### src/rtl/sram_ctl_pkg.sv
package sram_ctl_pkg;

    typedef enum logic [2:0] {
        ST_IDLE    = 3'd0,
        ST_WR      = 3'd1,
        ST_WR_HOLD = 3'd2,
        ST_RD      = 3'd3,
        ST_TURN    = 3'd4
    } ctl_state_e;

    function automatic int max2(input int a, input int b);
        return (a > b) ? a : b;
    endfunction

    // clocks needed to cover ns, never below one
    function automatic int ns_to_clk(input int ns, input int period);
        int c;
        c = (ns + period - 1) / period;
        if (c < 1) c = 1;
        return c;
    endfunction

    function automatic int t_cycle(input bit fast);   return fast ? 55 : 70; endfunction
    function automatic int t_we_pulse(input bit fast);return fast ? 35 : 40; endfunction
    function automatic int t_sel_end(input bit fast); return fast ? 45 : 50; endfunction
    function automatic int t_dsetup(input bit fast);  return fast ? 35 : 40; endfunction
    function automatic int t_access(input bit fast);  return fast ? 55 : 70; endfunction
    function automatic int t_oe_acc(input bit fast);  return fast ? 20 : 25; endfunction
    function automatic int t_release(input bit fast); return fast ? 15 : 20; endfunction

    function automatic int wr_clocks(input bit fast, input int period);
        return ns_to_clk(max2(max2(t_cycle(fast), t_we_pulse(fast)),
                              max2(t_sel_end(fast), t_dsetup(fast))), period);
    endfunction

    function automatic int rd_clocks(input bit fast, input int period);
        return ns_to_clk(max2(t_cycle(fast), max2(t_access(fast), t_oe_acc(fast))), period);
    endfunction

    function automatic int hz_clocks(input bit fast, input int period);
        return ns_to_clk(t_release(fast), period);
    endfunction

endpackage

### src/rtl/sram_wait_timer.sv
module sram_wait_timer #(
    parameter int CNT_W = 4
) (
    input  logic             clk,
    input  logic             rst_n,
    input  logic             load,
    input  logic [CNT_W-1:0] load_val,
    output logic             last
);

    logic [CNT_W-1:0] cnt_d, cnt_q;

    always_comb begin
        cnt_d = cnt_q;
        if (load) begin
            cnt_d = load_val;
        end else if (cnt_q != '0) begin
            cnt_d = cnt_q - 1'b1;
        end
    end

    always_ff @(posedge clk or negedge rst_n) begin
        if (!rst_n) cnt_q <= '0;
        else        cnt_q <= cnt_d;
    end

    assign last = (cnt_q == CNT_W'(1));

    // a load never carries zero: the sequencer would wait forever
    p_load_nonzero_r8: assert property (@(posedge clk) disable iff (!rst_n)
        load |-> (load_val != '0));

endmodule

### src/rtl/sram_read_capture.sv
module sram_read_capture #(
    parameter int DATA_W = 8
) (
    input  logic              clk,
    input  logic              rst_n,
    input  logic              capture,
    input  logic [DATA_W-1:0] din,
    output logic              rvalid,
    output logic [DATA_W-1:0] rdata
);

    typedef struct packed {
        logic              vld;
        logic [DATA_W-1:0] dat;
    } cap_regs_t;

    cap_regs_t cap_d, cap_q;

    always_comb begin
        cap_d     = cap_q;
        cap_d.vld = capture;
        if (capture) cap_d.dat = din;
    end

    always_ff @(posedge clk or negedge rst_n) begin
        if (!rst_n) cap_q <= '0;
        else        cap_q <= cap_d;
    end

    assign rvalid = cap_q.vld;
    assign rdata  = cap_q.dat;

    // data holds between captures
    p_data_held_r6: assert property (@(posedge clk) disable iff (!rst_n)
        !capture |=> $stable(rdata));

endmodule

### src/rtl/sram_async_ctl.sv
module sram_async_ctl #(
    parameter int ADDR_W        = 17,
    parameter int DATA_W        = 8,
    parameter int CLK_PERIOD_NS = 20,
    parameter bit FAST_GRADE    = 1'b1
) (
    input  logic              clk,
    input  logic              rst_n,
    input  logic              req_valid,
    input  logic              req_write,
    input  logic [ADDR_W-1:0] req_addr,
    input  logic [DATA_W-1:0] req_wdata,
    output logic              req_ready,
    output logic              rsp_valid,
    output logic [DATA_W-1:0] rsp_rdata,
    output logic [ADDR_W-1:0] mem_addr,
    output logic              mem_ce_n,
    output logic              mem_ce2,
    output logic              mem_we_n,
    output logic              mem_oe_n,
    output logic [DATA_W-1:0] mem_dq_out,
    output logic              mem_dq_oe,
    input  logic [DATA_W-1:0] mem_dq_in
);
    import sram_ctl_pkg::*;

    localparam int WR_CNT  = wr_clocks(FAST_GRADE, CLK_PERIOD_NS);
    localparam int RD_CNT  = rd_clocks(FAST_GRADE, CLK_PERIOD_NS);
    localparam int HZ_CNT  = hz_clocks(FAST_GRADE, CLK_PERIOD_NS);
    localparam int MAX_CNT = max2(max2(WR_CNT, RD_CNT), HZ_CNT);
    localparam int CNT_W   = $clog2(MAX_CNT + 1);

    typedef struct packed {
        ctl_state_e        st;
        logic [ADDR_W-1:0] addr;
        logic [DATA_W-1:0] wdata;
        logic              ce_n;
        logic              ce2;
        logic              we_n;
        logic              oe_n;
        logic              dq_oe;
    } ctl_regs_t;

    localparam ctl_regs_t CTL_RESET = '{
        st: ST_IDLE, addr: '0, wdata: '0,
        ce_n: 1'b1, ce2: 1'b0, we_n: 1'b1, oe_n: 1'b1, dq_oe: 1'b0
    };

    ctl_regs_t        ctl_d, ctl_q;
    logic             tmr_load;
    logic [CNT_W-1:0] tmr_val;
    logic             tmr_last;
    logic             cap_en;

    sram_wait_timer #(.CNT_W(CNT_W)) timer_i (
        .clk      (clk),
        .rst_n    (rst_n),
        .load     (tmr_load),
        .load_val (tmr_val),
        .last     (tmr_last)
    );

    sram_read_capture #(.DATA_W(DATA_W)) capture_i (
        .clk     (clk),
        .rst_n   (rst_n),
        .capture (cap_en),
        .din     (mem_dq_in),
        .rvalid  (rsp_valid),
        .rdata   (rsp_rdata)
    );

    always_comb begin
        ctl_d     = ctl_q;
        ctl_d.ce2 = 1'b1;
        tmr_load  = 1'b0;
        tmr_val   = '0;
        cap_en    = 1'b0;
        unique case (ctl_q.st)
            ST_IDLE: begin
                if (req_valid) begin
                    ctl_d.addr = req_addr;
                    ctl_d.ce_n = 1'b0;
                    tmr_load   = 1'b1;
                    if (req_write) begin
                        ctl_d.st    = ST_WR;
                        ctl_d.wdata = req_wdata;
                        ctl_d.we_n  = 1'b0;
                        ctl_d.dq_oe = 1'b1;
                        tmr_val     = CNT_W'(WR_CNT);
                    end else begin
                        ctl_d.st    = ST_RD;
                        ctl_d.oe_n  = 1'b0;
                        tmr_val     = CNT_W'(RD_CNT);
                    end
                end
            end
            ST_WR: begin
                if (tmr_last) begin
                    ctl_d.we_n = 1'b1;
                    ctl_d.st   = ST_WR_HOLD;
                end
            end
            ST_WR_HOLD: begin
                ctl_d.ce_n  = 1'b1;
                ctl_d.dq_oe = 1'b0;
                ctl_d.st    = ST_IDLE;
            end
            ST_RD: begin
                if (tmr_last) begin
                    cap_en     = 1'b1;
                    ctl_d.oe_n = 1'b1;
                    ctl_d.ce_n = 1'b1;
                    ctl_d.st   = ST_TURN;
                    tmr_load   = 1'b1;
                    tmr_val    = CNT_W'(HZ_CNT);
                end
            end
            ST_TURN: begin
                if (tmr_last) ctl_d.st = ST_IDLE;
            end
            default: ctl_d = CTL_RESET;
        endcase
    end

    always_ff @(posedge clk or negedge rst_n) begin
        if (!rst_n) ctl_q <= CTL_RESET;
        else        ctl_q <= ctl_d;
    end

    assign req_ready  = (ctl_q.st == ST_IDLE);
    assign mem_addr   = ctl_q.addr;
    assign mem_ce_n   = ctl_q.ce_n;
    assign mem_ce2    = ctl_q.ce2;
    assign mem_we_n   = ctl_q.we_n;
    assign mem_oe_n   = ctl_q.oe_n;
    assign mem_dq_out = ctl_q.wdata;
    assign mem_dq_oe  = ctl_q.dq_oe;

    // strobe run-length counters feeding the width checks
    logic [7:0] we_run_q, oe_run_q;
    always_ff @(posedge clk or negedge rst_n) begin
        if (!rst_n) begin
            we_run_q <= '0;
            oe_run_q <= '0;
        end else begin
            we_run_q <= mem_we_n ? 8'd0 : we_run_q + 8'd1;
            oe_run_q <= mem_oe_n ? 8'd0 : oe_run_q + 8'd1;
        end
    end

    p_idle_standby_r1: assert property (@(posedge clk) disable iff (!rst_n)
        req_ready |-> (mem_ce_n && mem_we_n && mem_oe_n && !mem_dq_oe));

    p_take_leaves_idle_r2: assert property (@(posedge clk) disable iff (!rst_n)
        (req_valid && req_ready) |=> (!req_ready && !mem_ce_n));

    p_we_width_r3: assert property (@(posedge clk) disable iff (!rst_n)
        $rose(mem_we_n) |-> (we_run_q == 8'(WR_CNT)));

    p_write_select_r4: assert property (@(posedge clk) disable iff (!rst_n)
        !mem_we_n |-> (!mem_ce_n && mem_dq_oe && mem_oe_n));

    p_hold_after_we_r4: assert property (@(posedge clk) disable iff (!rst_n)
        $rose(mem_we_n) |-> (!mem_ce_n && mem_dq_oe));

    p_oe_width_r5: assert property (@(posedge clk) disable iff (!rst_n)
        $rose(mem_oe_n) |-> (oe_run_q == 8'(RD_CNT)));

    p_no_dual_strobe_r5: assert property (@(posedge clk) disable iff (!rst_n)
        mem_we_n || mem_oe_n);

    p_valid_pulse_r6: assert property (@(posedge clk) disable iff (!rst_n)
        rsp_valid |=> !rsp_valid);

    p_turn_busy_r7: assert property (@(posedge clk) disable iff (!rst_n)
        $rose(mem_oe_n) |-> (!req_ready && !mem_dq_oe));

    p_drive_not_reading_r7: assert property (@(posedge clk) disable iff (!rst_n)
        mem_dq_oe |-> mem_oe_n);

    p_addr_stable_r10: assert property (@(posedge clk) disable iff (!rst_n)
        (!mem_ce_n && !$past(mem_ce_n)) |-> $stable(mem_addr));

endmodule

### config.mk
export PLATFORM = sky130hd
export DESIGN_NAME = sram_async_ctl
export DESIGN_NICKNAME = d
export VERILOG_FILES = /design/src/rtl/sram_ctl_pkg.sv /design/src/rtl/sram_wait_timer.sv /design/src/rtl/sram_read_capture.sv /design/src/rtl/sram_async_ctl.sv
export SDC_FILE = /design/constraint.sdc
export NUM_CORES = 1
export LEC_CHECK = 0
export ABC_CLOCK_PERIOD_IN_PS = 1500
export CAP_MARGIN = 10
export CORE_ASPECT_RATIO = 1.25
export CORE_UTILIZATION = 40
export DETAILED_ROUTE_END_ITERATION = 16
export GPL_TIMING_DRIVEN = 0
export PLACE_DENSITY = 0.77
export SYNTH_ARGS = -nofsm -noshare
export SYNTH_HDL_FRONTEND = slang
export SYNTH_HIERARCHICAL = 1
export SYNTH_SLANG_ARGS = --single-unit
### constraint.sdc
create_clock -name clk -period 1.5 [get_ports clk]
set_input_delay 0.225 -clock clk [delete_from_list [all_inputs] [get_ports clk]]
set_output_delay 0.225 -clock clk [all_outputs]
set_load 0.01 [all_outputs]
==> Yosys cells after proc, flatten, opt, wreduce, memory -nomap -nowiden <==
Cells that the tools add are included.
Widths: inputs -> output; s select.
{ "totals": {"regBits": 44, "inputBits": 37, "out_inout_bits": 40, "wordCells": 71} }
{ "op_classes": {"n_addsub": 1, "n_eq_ne": 11, "muxes": 27, "n_bitwise": 5, "n_reduce_logical": 16} }
{ "ops": {"columns": ["operator", "count"], "rows": [
  ["$pmux 25 s2", 1],
  ["$mux 29", 1],
  ["$mux 3", 4],
  ["$pmux 3 s4", 1],
  ["$reduce_and 4->1", 3],
  ["$mux 1", 9],
  ["$pmux 1 s3", 3],
  ["$reduce_and 3->1", 3],
  ["$reduce_or 3->1", 3],
  ["$mux 2", 4],
  ["$mux 8", 1],
  ["$eq 3x2->1 const B", 2],
  ["$ne 2x1->1 const B", 3],
  ["$ne 2x2->1 const B", 3],
  ["$not 1->1", 5],
  ["$reduce_or 5->1", 1],
  ["$pmux 1 s2", 2],
  ["$pmux 2 s2", 1],
  ["$reduce_bool 2->1", 2],
  ["$reduce_or 4->1", 1],
  ["$eq 3x1->1 const B", 1],
  ["$eq 3x3->1 const B", 1],
  ["$logic_not 3->1", 1],
  ["$eq 2x1->1 const B", 1],
  ["other kinds (3)", 3]
]} }

==> Logic depth before layout (Yosys ltp) <==
Gate-level depths: netlist of the first run.
{ "depth": {"word_depth": 4, "ltp_mapped": 6, "depth_no_buf": 6} }

==> Modules after synthesis <==
Netlist of the first run, hierarchy kept.
{ "by_module_without_submodules": {"columns": ["module", "instances", "cells_each", "area_each_um2", "seq_area_each_um2"], "rows": [
  ["sram_async_ctl", 1, 143, 1551.5, 829.5],
  ["sram_read_capture", 1, 18, 356.6, 225.2],
  ["sram_wait_timer", 1, 13, 136.4, 50.0]
]} }

==> Worst setup path before layout of the first run <==
No wires, ideal clock.
{ "synth_timing": {"path_type": "reg2reg", "from": "register ctl_q[32] (netlist bit)", "to": "register ctl_q (netlist bit mem_addr[10])", "setup_ns": 0.121, "arrival_time_ns": 1.475, "required_time_ns": 1.379, "slack_ns": -0.096, "path_stages_with_launch": 6, "path_buffers": 2, "synth_period_minus_slack_ns": 1.596, "cell_sequence": "dfrtp_1 or4b_4 and2_1 buf_6 buf_8 a22o_1"} }
{ "synth_between": {"elab_chain_len": 4, "elab_cells_between_ends": 10, "cone_classes": "5 x eq/ne; 1 x mux; 1 x bitwise; 3 x reduce/logical"} }
{ "synth_rtl": {"columns": ["item", "line", "source"], "rows": [
  ["from (decl)", "sram_async_ctl.sv:49", "ctl_regs_t ctl_d, ctl_q;"],
  ["from (signal assigned)", "sram_async_ctl.sv:127", "else ctl_q <= ctl_d;"],
  ["$eq 3x3->1, or another cell as far along", "sram_async_ctl.sv:78", "unique case (ctl_q.st)"],
  ["$reduce_or 4->1 (no line)", null, null],
  ["$not 1->1 (no line)", null, null],
  ["$reduce_and 2->1 (no line)", null, null]
]} }
Parallel ways exist; a longest one is shown, timed or not.
A chain may end at the register's enable or synchronous reset.

==> Worst setup path after layout of the first run <==
{ "layout_timing": {"from": "register ctl_q[30] (netlist bit)", "to": "register ctl_q (netlist bit mem_addr[1])"} }
The elaborated chain is that of the path after synthesis.

==> run_results.csv, run 1 <==
group,metric,value,unit
critical_path,cp-startpoint,"ctl_q[30]",
cells_and_area,antennaDiodeCount,0,
cells_and_area,syn_to_final_growth,57.2,%
sta,min_period,1610,ps
status,violations,"negative setup slack",
critical_path,cp_slowest_stage_delay,550,ps
critical_path,worstRegToRegCells,4,
cells_and_area,drive_gt1_share,33.5,%
sta,tightest_slew,452,ps
placed_design,dp_slack,-527,ps
detailed_routing,drtIter0Drc,54,
synthesis,synth_area,0.00204,mm^2
synthesis,synth_fp_nets,213,
clock_network,cts_root_buf,"clkbuf_8",
critical_path,critPathArrivalTime,1790,ps
detailed_routing,drt-pass1-iter-count,4,
global_route,grt_overflow_total,0,
sta,period_share,107,%
die,dieHeight,81.9,um
cells_and_area,fillers,386,
critical_path,worst-path-max-fanout,7,
critical_path,critPathBufInv,1,
detailed_routing,drt-total-wl,4.58,mm
run,drv_cap,0,
sta,tns,-2100,ps
clock_network,h-tree-depth,2,
critical_path,endpoint,"mem_addr[1]",
synthesis,synth_seq_cells,44,
sta,finClkSkew,5.14,ps
synthesis,avgSynthCellArea,11.7,um^2
sta,finalSetupViolations,30,
critical_path,rr_endpoint,"mem_addr[1]",
critical_path,cp.depth,4,
synthesis,synthArstFlopShare,100,%
detailed_routing,vias_per_cell,4.73,
die,pin_count,77,
die,start_util,42.3,%
global_route,grt_pass1_wl,7.17,mm
global_route,grt_pass1_vias,1528,
sta,maxSlewViolCount,0,
synthesis,synth_cells,174,
synthesis,synthFlopType,"dfrtp_1",
sta,slew_headroom,69.9,%
global_route,grt_max_degree,27,
detailed_routing,via_count,1585,
clock_network,cts_tree,"done",
clock_network,path_clk_slew,80,ps
cells_and_area,nNetsFinal,313,
critical_path,critical_path_required,1670,ps
detailed_routing,ant_nets,0,
critical_path,critPathTopFamily,"simple AND/OR/NAND/NOR gates",
die,die_w,65.9,um
clock_network,cts_buffer_depth,2,
synthesis,synth_edf_count,0,
placed_design,place_congestion,0.789,
global_route,grt_use_total,17.7,%
sta,final-hold-violation-count,0,
critical_path,crit_path_end_kind,"flop",
die,fp-row-count,28,
critical_path,cpMaxStageDelayCell,"or4b_4",
clock_network,cts.sinks,44,
synthesis,yosys_warnings,6,
clock_network,worstSkewPairLatency,280,ps
die,core_area,0.00483,mm^2
critical_path,critPathKind,"flop to flop",
sta,rsz0062_at_grt,"yes",
cells_and_area,final_util,66.5,%
power,power.leakage,1.70,nW
sta,final.setup.worst_slack,-111,ps
critical_path,path_cells,"or4b_4 -> and2_4 -> buf_4 -> a22o_2",
detailed_routing,drc,0,
critical_path,reg2reg_from,"ctl_q[30]",
power,p_per_area,1930,mW/mm^2
critical_path,reg2reg_slack,-110,ps
sta,fmax,621,MHz
die,dieArea,0.00540,mm^2
synthesis,yosysSeqAreaShare,54.0,%
detailed_routing,wire_per_inst,13.7,um
status,status,"complete, but fails checks",
clock_network,cts_made_buffers,5,
power,peakVddDrop,946,uV
placed_design,dpl.hpwl,3.08,mm
synthesis,post_synth_num_cell_types,35,
critical_path,startpoint_type,"flop",
worst_hold_path,hold_path.class,"primary input to asynchronous set/reset pin",
placed_design,io_buffer_count,76,
global_route,antenna_found_initial,0,
[routing by layer]
metal / routed length [um] / up-vias / global-route usage, % / part of all wire, %
met5: 0 / - / 0 / 0
met4: 61 / 0 / 7.02 / 1.3
met3: 181 / 5 / 2.50 / 4.0
met2: 2380 / 39 / 29.2 / 52
met1: 1960 / 758 / 23.3 / 43
li1: - / 783 / - / -
[what timing repair did]
item	4_1_cts	5_1_grt
gates cloned	1	0
endpoints found under the setup margin	49	51
buffers inserted	8	7
gates resized for setup	30	34
endpoints found under the hold margin	16	0
hold buffers	1	0
pin swaps	2	5
[sequential cells by signal, indices dropped and copies added (netlist names), 2 cells and up]
signal,flops
capture_i/rdata,8
mem_dq_out,8
mem_addr,17
ctl_q,3
timer_i/cnt_q,2
[cell usage in the layout (no fill, tap or decap), types with 2 or more instances in the layout]
master,instances
clkdlybuf4s50_1,45
nor3_1,4
xor2_1,2
a22o_1,10
clkbuf_8,7
nand2_1,13
dfrtp_1,41
inv_1,3
o21ai_0,4
buf_4,41
clkinv_2,2
o21ai_2,2
dlygate4sd2_1,14
dfstp_2,3
o21ai_1,6
clkbuf_2,2
nand3_1,8
buf_8,2
mux2_4,8
buf_2,3
nor2b_1,2
dlymetal6s2s_1,15
a22o_2,6
a21oi_1,3
nor2_1,2
[worst reg2reg max path, delay by kind of cell, from the launching register on]
kind / cells / cell delay [ps]
flops: 1 / 400
compound gates: 1 / 200
buf+inv: 1 / 150
simple gates: 2 / 760
[stage by stage]
step | std cells | hold WS (ps) | power, W | area, um^2
floorplan | 174 | -70.6 | 0.00392 | 2050
global placement | 310 | 484 | 0.00520 | 2880
global route | 335 | 447 | 0.00669 | 3210
CTS | 328 | 418 | 0.00614 | 3090
finish | 335 | 417 | 0.00622 | 3210
detailed placement | 311 | 206 | 0.00527 | 2900
[synth_stat cells, types with 2 or more instances]
master,number,area share [%]
dfrtp_1,41,50
buf_4,26,9.5
nand2_1,14,2.6
o21ai_0,12,2.9
a22o_1,10,4.3
mux2_4,8,5.9
nand3_1,8,2.0
a22o_2,7,3.4
clkbuf_1,5,0.92
nor3_1,5,1.2
inv_1,4,0.73
a21oi_1,3,0.73
dfstp_2,3,3.9
nor2_1,3,0.55
buf_6,2,1.1
ha_1,2,1.2
nor2b_1,2,0.61
xor2_1,2,0.86
[cells by family (layout without fill, tap and decap cells)]
family	after synthesis	after routing	share of synthesized area (%)
muxes	8	8	5.88
and+or+nand+nor	41	41	11.1
xor gates and xnor gates	2	2	0.857
adders and majority gates	2	2	1.22
AOI/OAI and AO/OA	37	37	13.5
DFF	44	44	54.0
buffers and inverters	40	141	13.5
[report_power, final]
| part | total (W) | leakage (nW) | internal (W) | switching, W |
|---|---|---|---|---|
| Clock | 0.000743 | 0.0510 | 0.000367 | 0.000375 |
| Sequential | 0.00205 | 0.541 | 0.00175 | 0.000304 |
| Combinational | 0.00342 | 1.10 | 0.00211 | 0.00131 |
[cell type report]
type                    count  area [um^2]  share of cell area (%)
inverters                   5         22.5                   0.701
clock inverters             2         10.0                   0.311
clock buffers               6         82.6                    2.57
well taps                  60         75.1                    2.34
plain buffers              34          265                    8.25
repair buffers             94          945                    29.4
flip-flops and latches     44         1100                    34.4
multi-input cells          90          709                    22.1
[worst min path at each step]
stage                                    end  slack [ps]    startpoint  cells after the start
final                              mem_dq_oe         420         rst_n                      2
after global routing               mem_dq_oe         450         rst_n                      2
after CTS                          mem_dq_oe         420         rst_n                      2
after detailed placement           mem_dq_oe         210         rst_n                      1
after global placement          mem_addr[11]         480  mem_addr[11]                      1
after floorplan           capture_i/rdata[0]         -70         rst_n                      0
(Power assumes the default switching activity.)
==> run 2, diff against run 1 <==
--- a/config.mk
+++ b/config.mk
@@ -11,7 +11,7 @@
 export CORE_UTILIZATION = 40
 export DETAILED_ROUTE_END_ITERATION = 16
 export GPL_TIMING_DRIVEN = 0
-export PLACE_DENSITY = 0.77
+export PLACE_DENSITY = 0.75
 export SYNTH_ARGS = -nofsm -noshare
 export SYNTH_HDL_FRONTEND = slang
 export SYNTH_HIERARCHICAL = 1
==> run 2 against run 1 <==
The run still ends with negative setup slack left. Routed wire length shrank 3.4%. Clock power grew 1%. Sequential power is essentially flat. Clock-buffer cell count grew 1. Non-clock buffer count shrank 10. Design area shrank 3.4%. Via count shrank 1.0%. Combinational power shrank 7.3%. Register-to-register slack is essentially flat. Hold slack lost 8.5 ps. Critical path type unchanged. Critical endpoint is now mem_addr[12].
==> run_results.csv, run 2 (synthesis gave the netlist of run 1 again) <==
group,metric,value,unit
clock_network,cts_root_buf,"clkbuf_8",
clock_network,cts_tree,"done",
detailed_routing,vias_per_cell,4.83,
sta,min_period,1610,ps
cells_and_area,syn_to_final_growth,51.9,%
power,power.leakage,1.61,nW
cells_and_area,layout_commonest_cell,"clkdlybuf4s50_1",
cells_and_area,nNetsFinal,303,
worst_hold_path,hold_path.class,"primary input to asynchronous set/reset pin",
sta,final.setup.worst_slack,-114,ps
critical_path,critical_path_required,1670,ps
status,status,"complete, but fails checks",
sta,rsz0062_at_grt,"yes",
global_route,grt_use_total,18.1,%
sta,period_share,108,%
cells_and_area,drive_gt1_share,30.6,%
cells_and_area,stdcell_count,325,
cells_and_area,layout_common_cells,"clkdlybuf4s50_1 (45), dfrtp_1 (41), buf_4 (33), dlygate4sd2_1 (17), nand2_1 (13)",
sta,slew_headroom,70.6,%
critical_path,cp_slowest_stage_delay,580,ps
critical_path,path_cells,"or4b_4 -> and2_4 -> buf_8 -> a22o_1",
detailed_routing,wire_per_inst,13.6,um
sta,finClkSkew,7.37,ps
run,drv_cap,0,
sta,tightest_slew,441,ps
die,dieHeight,81.9,um
power,peakVddDrop,1080,uV
detailed_routing,drc,0,
critical_path,critPathArrivalTime,1790,ps
sta,finalSetupViolations,21,
die,fp-row-count,28,
detailed_routing,via_count,1569,
global_route,grt_max_degree,27,
die,dieArea,0.00540,mm^2
clock_network,h-tree-depth,2,
clock_network,cts.sinks,44,
sta,tns,-1550,ps
detailed_routing,drtIter0Drc,96,
placed_design,place_congestion,0.715,
global_route,grt_pass1_vias,1599,
die,start_util,42.3,%
cells_and_area,final_util,64.2,%
cells_and_area,final_cell_area,0.00311,mm^2
global_route,grt_overflow_total,0,
die,die_w,65.9,um
global_route,antenna_found_initial,0,
sta,fmax,620,MHz
clock_network,path_clk_slew,80,ps
critical_path,critPathTopFamily,"simple AND/OR/NAND/NOR gates",
detailed_routing,drt-total-wl,4.42,mm
placed_design,io_buffer_count,76,
status,violations,"negative setup slack",
critical_path,cpMaxStageDelayCell,"or4b_4",
die,pin_count,77,
critical_path,critPathKind,"flop to flop",
sta,holdWs,408,ps
cells_and_area,largest_register_ffs,17,
critical_path,critPathBufInv,1,
detailed_routing,drt-pass1-iter-count,4,
critical_path,crit_path_end_kind,"flop",
placed_design,dp.cells,311,
cells_and_area,antennaDiodeCount,0,
sta,maxSlewViolCount,0,
global_route,grt_pass1_wl,7.34,mm
critical_path,startpoint_type,"flop",
sta,final-hold-violation-count,0,
detailed_routing,ant_nets,0,
power,p_per_area,1930,mW/mm^2
critical_path,worst-path-max-fanout,10,
clock_network,cts_made_buffers,5,
die,core_area,0.00483,mm^2
clock_network,cts_buffer_depth,2,
clock_network,worstSkewPairLatency,290,ps
placed_design,placed_cell_area,0.00290,mm^2
placed_design,dpl.hpwl,3.08,mm
==> run 2: changes by cell type in the layout (fill, tap and decap cells not counted), moves of 2 or more <==
cell and change:
buf_4 -8, buf_6 +2, clkinv_2 -2, dlygate4sd2_1 +3
dlymetal6s2s_1 -3
==> run 2: final timing paths <==
check                             startpoint  cells after the start       endpoint  slack [ps]
worst max-delay path               ctl_q[31]                      4   mem_addr[12]        -110
worst min-delay path                   rst_n                      2      mem_dq_oe         410
worst max register to register     ctl_q[31]                      4   mem_addr[12]        -110
worst min register to register   mem_addr[1]                      1    mem_addr[1]         500
max in group asynchronous              rst_n                      3       mem_oe_n         550
min in group clk                req_wdata[0]                      3  mem_dq_out[0]         480
==> run 2: metrics by stage <==
stage / worst slack (ps) / total power [W]
CTS: -111 / 0.00602
global route: -157 / 0.00645
finish: -114 / 0.00598
detailed placement: -540 / 0.00528
global placement: -988 / 0.00521
floorplan: -86.4 / 0.00392
==> run 2: power by group <==
group          internal (W)  leakage (nW)  switching, W
registers           0.00175         0.541      0.000307
logic               0.00192          1.02       0.00125
clock network      0.000374        0.0445      0.000380
total               0.00404          1.61       0.00194
==> run 2: layer usage <==
metal	share of wire, %	global-route usage [%]	vias to the layer above	wire length (um)
met2	50	30.6	41	2220
met5	0	0	-	0
met4	2.4	7.66	0	106
li1	-	-	761	-
met1	43	22.1	759	1900
met3	4.4	3.89	8	194
==> run 2: what timing repair did <==
action	in CTS	in global routing
setup buffers	4	3
setup endpoints to repair	52	48
hold buffers	1	0
pin swaps	2	8
resized for setup	43	23
endpoints found under the hold margin	16	0
==> run 2: worst reg2reg max path: stages (launching register included) <==
cell and delay (ps):
dfrtp_1 400, or4b_4 580, and2_4 200, buf_8 150, a22o_1 180
==> run 2: final cells by class <==
class	instances	area [um^2]
inverters	5	23.8
fillers	392	1730
flip-flops and latches	44	1100
clock buffers	7	86.3
well taps	60	75.1
plain buffers	33	260
repair buffers	85	842
clock inverters	1	7.51
multi-input cells	90	706
==> run 3, diff against run 2 <==
--- a/config.mk
+++ b/config.mk
@@ -5,13 +5,14 @@
 export SDC_FILE = /design/constraint.sdc
 export NUM_CORES = 1
 export LEC_CHECK = 0
-export ABC_CLOCK_PERIOD_IN_PS = 1500
+export ABC_CLOCK_PERIOD_IN_PS = 2100
 export CAP_MARGIN = 10
 export CORE_ASPECT_RATIO = 1.25
-export CORE_UTILIZATION = 40
+export CORE_UTILIZATION = 47
 export DETAILED_ROUTE_END_ITERATION = 16
 export GPL_TIMING_DRIVEN = 0
-export PLACE_DENSITY = 0.75
+export MAX_ROUTING_LAYER = met4
+export PLACE_DENSITY = 0.83
 export SYNTH_ARGS = -nofsm -noshare
 export SYNTH_HDL_FRONTEND = slang
 export SYNTH_HIERARCHICAL = 1
==> constraint.sdc (replaced) <==
create_clock -name clk -period 2.1 [get_ports clk]
set_input_delay 0.315 -clock clk [delete_from_list [all_inputs] [get_ports clk]]
set_output_delay 0.315 -clock clk [all_outputs]
set_load 0.01 [all_outputs]
==> run 3 against run 2 <==
The flow now finishes without violations. Power down 29%. First-iteration DRC count shrank 51%. Clock-buffer cell count stayed put. Flip-flop and latch count unchanged. Register-to-register slack better by 480 ps. Worst setup slack improved by 180 ps. Design area down 3.9%. Global-route usage grew 2.5 points. Critical path depth shrank 1. Via count is 1.2% higher. Sequential power decreased by 28%.
==> run_results.csv, run 3 (synthesis gave the netlist of run 1 again) <==
group,metric,value,unit
status,status,"completed",
global_route,grt_pass1_vias,1491,
clock_network,cts_root_buf,"clkbuf_8",
critical_path,cp_slowest_stage_delay,570,ps
detailed_routing,drc,0,
critical_path,critPathKind,"flop to primary output",
clock_network,cts.sinks,44,
power,peakVddDrop,562,uV
cells_and_area,drive_gt1_share,23.8,%
die,fp-row-count,26,
die,core_area,0.00413,mm^2
clock_network,worstSkewPairLatency,290,ps
critical_path,cpMaxStageDelayCell,"clkdlybuf4s50_1",
cells_and_area,syn_to_final_growth,45.9,%
die,pin_count,77,
placed_design,place_congestion,0.780,
critical_path,crit_path_end_kind,"primary output",
power,p_sw_share,32.0,%
cells_and_area,antennaDiodeCount,0,
die,dieHeight,75.7,um
sta,min_period,2030,ps
cells_and_area,layout_commonest_cell,"clkdlybuf4s50_1",
clock_network,h-tree-depth,2,
sta,rsz0062_at_grt,"no",
detailed_routing,ant_nets,0,
power,pwr-share-seq,34.3,%
critical_path,worst-path-max-fanout,10,
detailed_routing,vias_per_cell,5.03,
sta,slew_headroom,69.3,%
global_route,grt_use_total,20.5,%
die,start_util,49.5,%
clock_network,path_clk_slew,70,ps
die,die_w,61.0,um
power,p_per_area,1430,mW/mm^2
die,dieArea,0.00462,mm^2
sta,finalSetupViolations,0,
detailed_routing,drt-total-wl,4.41,mm
clock_network,cts_tree,"done",
cells_and_area,final_cell_area,0.00298,mm^2
power,internal_power,0.00290,W
cells_and_area,final_util,72.2,%
cells_and_area,nNetsFinal,298,
sta,fmax,492,MHz
critical_path,critPathBufInv,2,
global_route,grt_max_degree,30,
global_route,antenna_found_initial,0,
sta,final.setup.worst_slack,67.1,ps
sta,final-hold-violation-count,0,
cells_and_area,largest_register_ffs,17,
global_route,grt_overflow_total,0,
detailed_routing,drt-pass1-iter-count,4,
sta,period_share,96.8,%
placed_design,io_buffer_count,76,
sta,maxSlewViolCount,0,
sta,tightest_slew,460,ps
sta,holdWs,494,ps
power,power_frac_clock,11.7,%
detailed_routing,drtIter0Drc,47,
sta,finClkSkew,7.78,ps
placed_design,dpl.hpwl,3.32,mm
critical_path,path_cells,"clkbuf_1 -> nor3_1 -> clkdlybuf4s50_1",
cells_and_area,stdcell_count,316,
clock_network,cts_made_buffers,5,
critical_path,critPathTopFamily,"buffers and inverters",
power,power.leakage,1.36,nW
placed_design,dp_slack,-39.1,ps
placed_design,dp.cells,307,
global_route,grt_pass1_wl,6.67,mm
clock_network,cts_buffer_depth,2,
detailed_routing,via_count,1588,
cells_and_area,layout_common_cells,"clkdlybuf4s50_1 (75), dfrtp_1 (41), buf_4 (26), nand2_1 (14), o21ai_0 (12)",
critical_path,critPathArrivalTime,1720,ps
run,drv_cap,0,
placed_design,placed_cell_area,0.00289,mm^2
power,switchingPower,0.00137,W
worst_hold_path,hold_path.class,"primary input to asynchronous set/reset pin",
power,pwr-share-comb,54.0,%
detailed_routing,wire_per_inst,14.0,um
critical_path,startpoint_type,"flop",
critical_path,critical_path_required,1780,ps
run 3: stage by stage:
stage               power, W  setup TNS (ps)
global route         0.00454               0
CTS                  0.00430               0
finish               0.00427               0
global placement     0.00371          -18060
detailed placement   0.00378            -286
floorplan            0.00279               0
run 3: area by class of cell:
class                      instances  area [um^2]
sequential                        44         1100
clock inverter                     1         5.00
clock buffer                       7         76.3
fill                             308         1150
tap                               56         70.1
buffer                            35          258
multi-input combinational         90          664
inverter                           5         18.8
timing repair buffer              78          786
run 3: path summary, 6_finish.rpt:
kind                       cells past startpoint         start            end  slack (ps)
setup / recovery                               3     ctl_q[32]      req_ready          70
hold / removal                                 2         rst_n    mem_addr[4]         490
setup reg to reg                               5     ctl_q[30]  mem_dq_out[5]         370
hold reg to reg                                1  mem_addr[11]   mem_addr[11]         510
max in group asynchronous                      3         rst_n       mem_ce_n        1060
min in group clk                               1  mem_addr[11]   mem_addr[11]         510
run 3: worst register-to-register path: cells and delay by family (launching register included):
family / cells / cell delay, ps
AND/OR/NAND/NOR: 2 / 660
flip-flops: 1 / 420
AO/OA/AOI/OAI: 1 / 120
buffers and inverters: 2 / 440
run 3: what timing repair did:
| item | CTS | global route |
|---|---|---|
| hold buffers | 1 | 0 |
| hold endpoints to repair | 14 | 0 |
| setup buffers | 0 | 0 |
| gates resized for setup | 0 | 2 |
| endpoints found under the setup margin | 0 | 1 |
run 3: power by group through the flow:
| stage | registers (W) | clock network (W) | logic (W) |
|---|---|---|---|
| final | 0.00147 | 0.000498 | 0.00231 |
| after global routing | 0.00152 | 0.000542 | 0.00248 |
| after CTS | 0.00147 | 0.000510 | 0.00233 |
| after detailed placement | 0.00148 | 0 | 0.00230 |
| after global placement | 0.00146 | 0 | 0.00225 |
| after floorplan | 0.00149 | 0 | 0.00130 |
run 3: routing by layer:
metal,track usage (%),wire [um],vias to the layer above
li1,-,-,750
met1,23.6,1890,773
met2,34.2,2210,56
met3,4.07,213,9
met4,9.85,90,0
met5,-,0,-
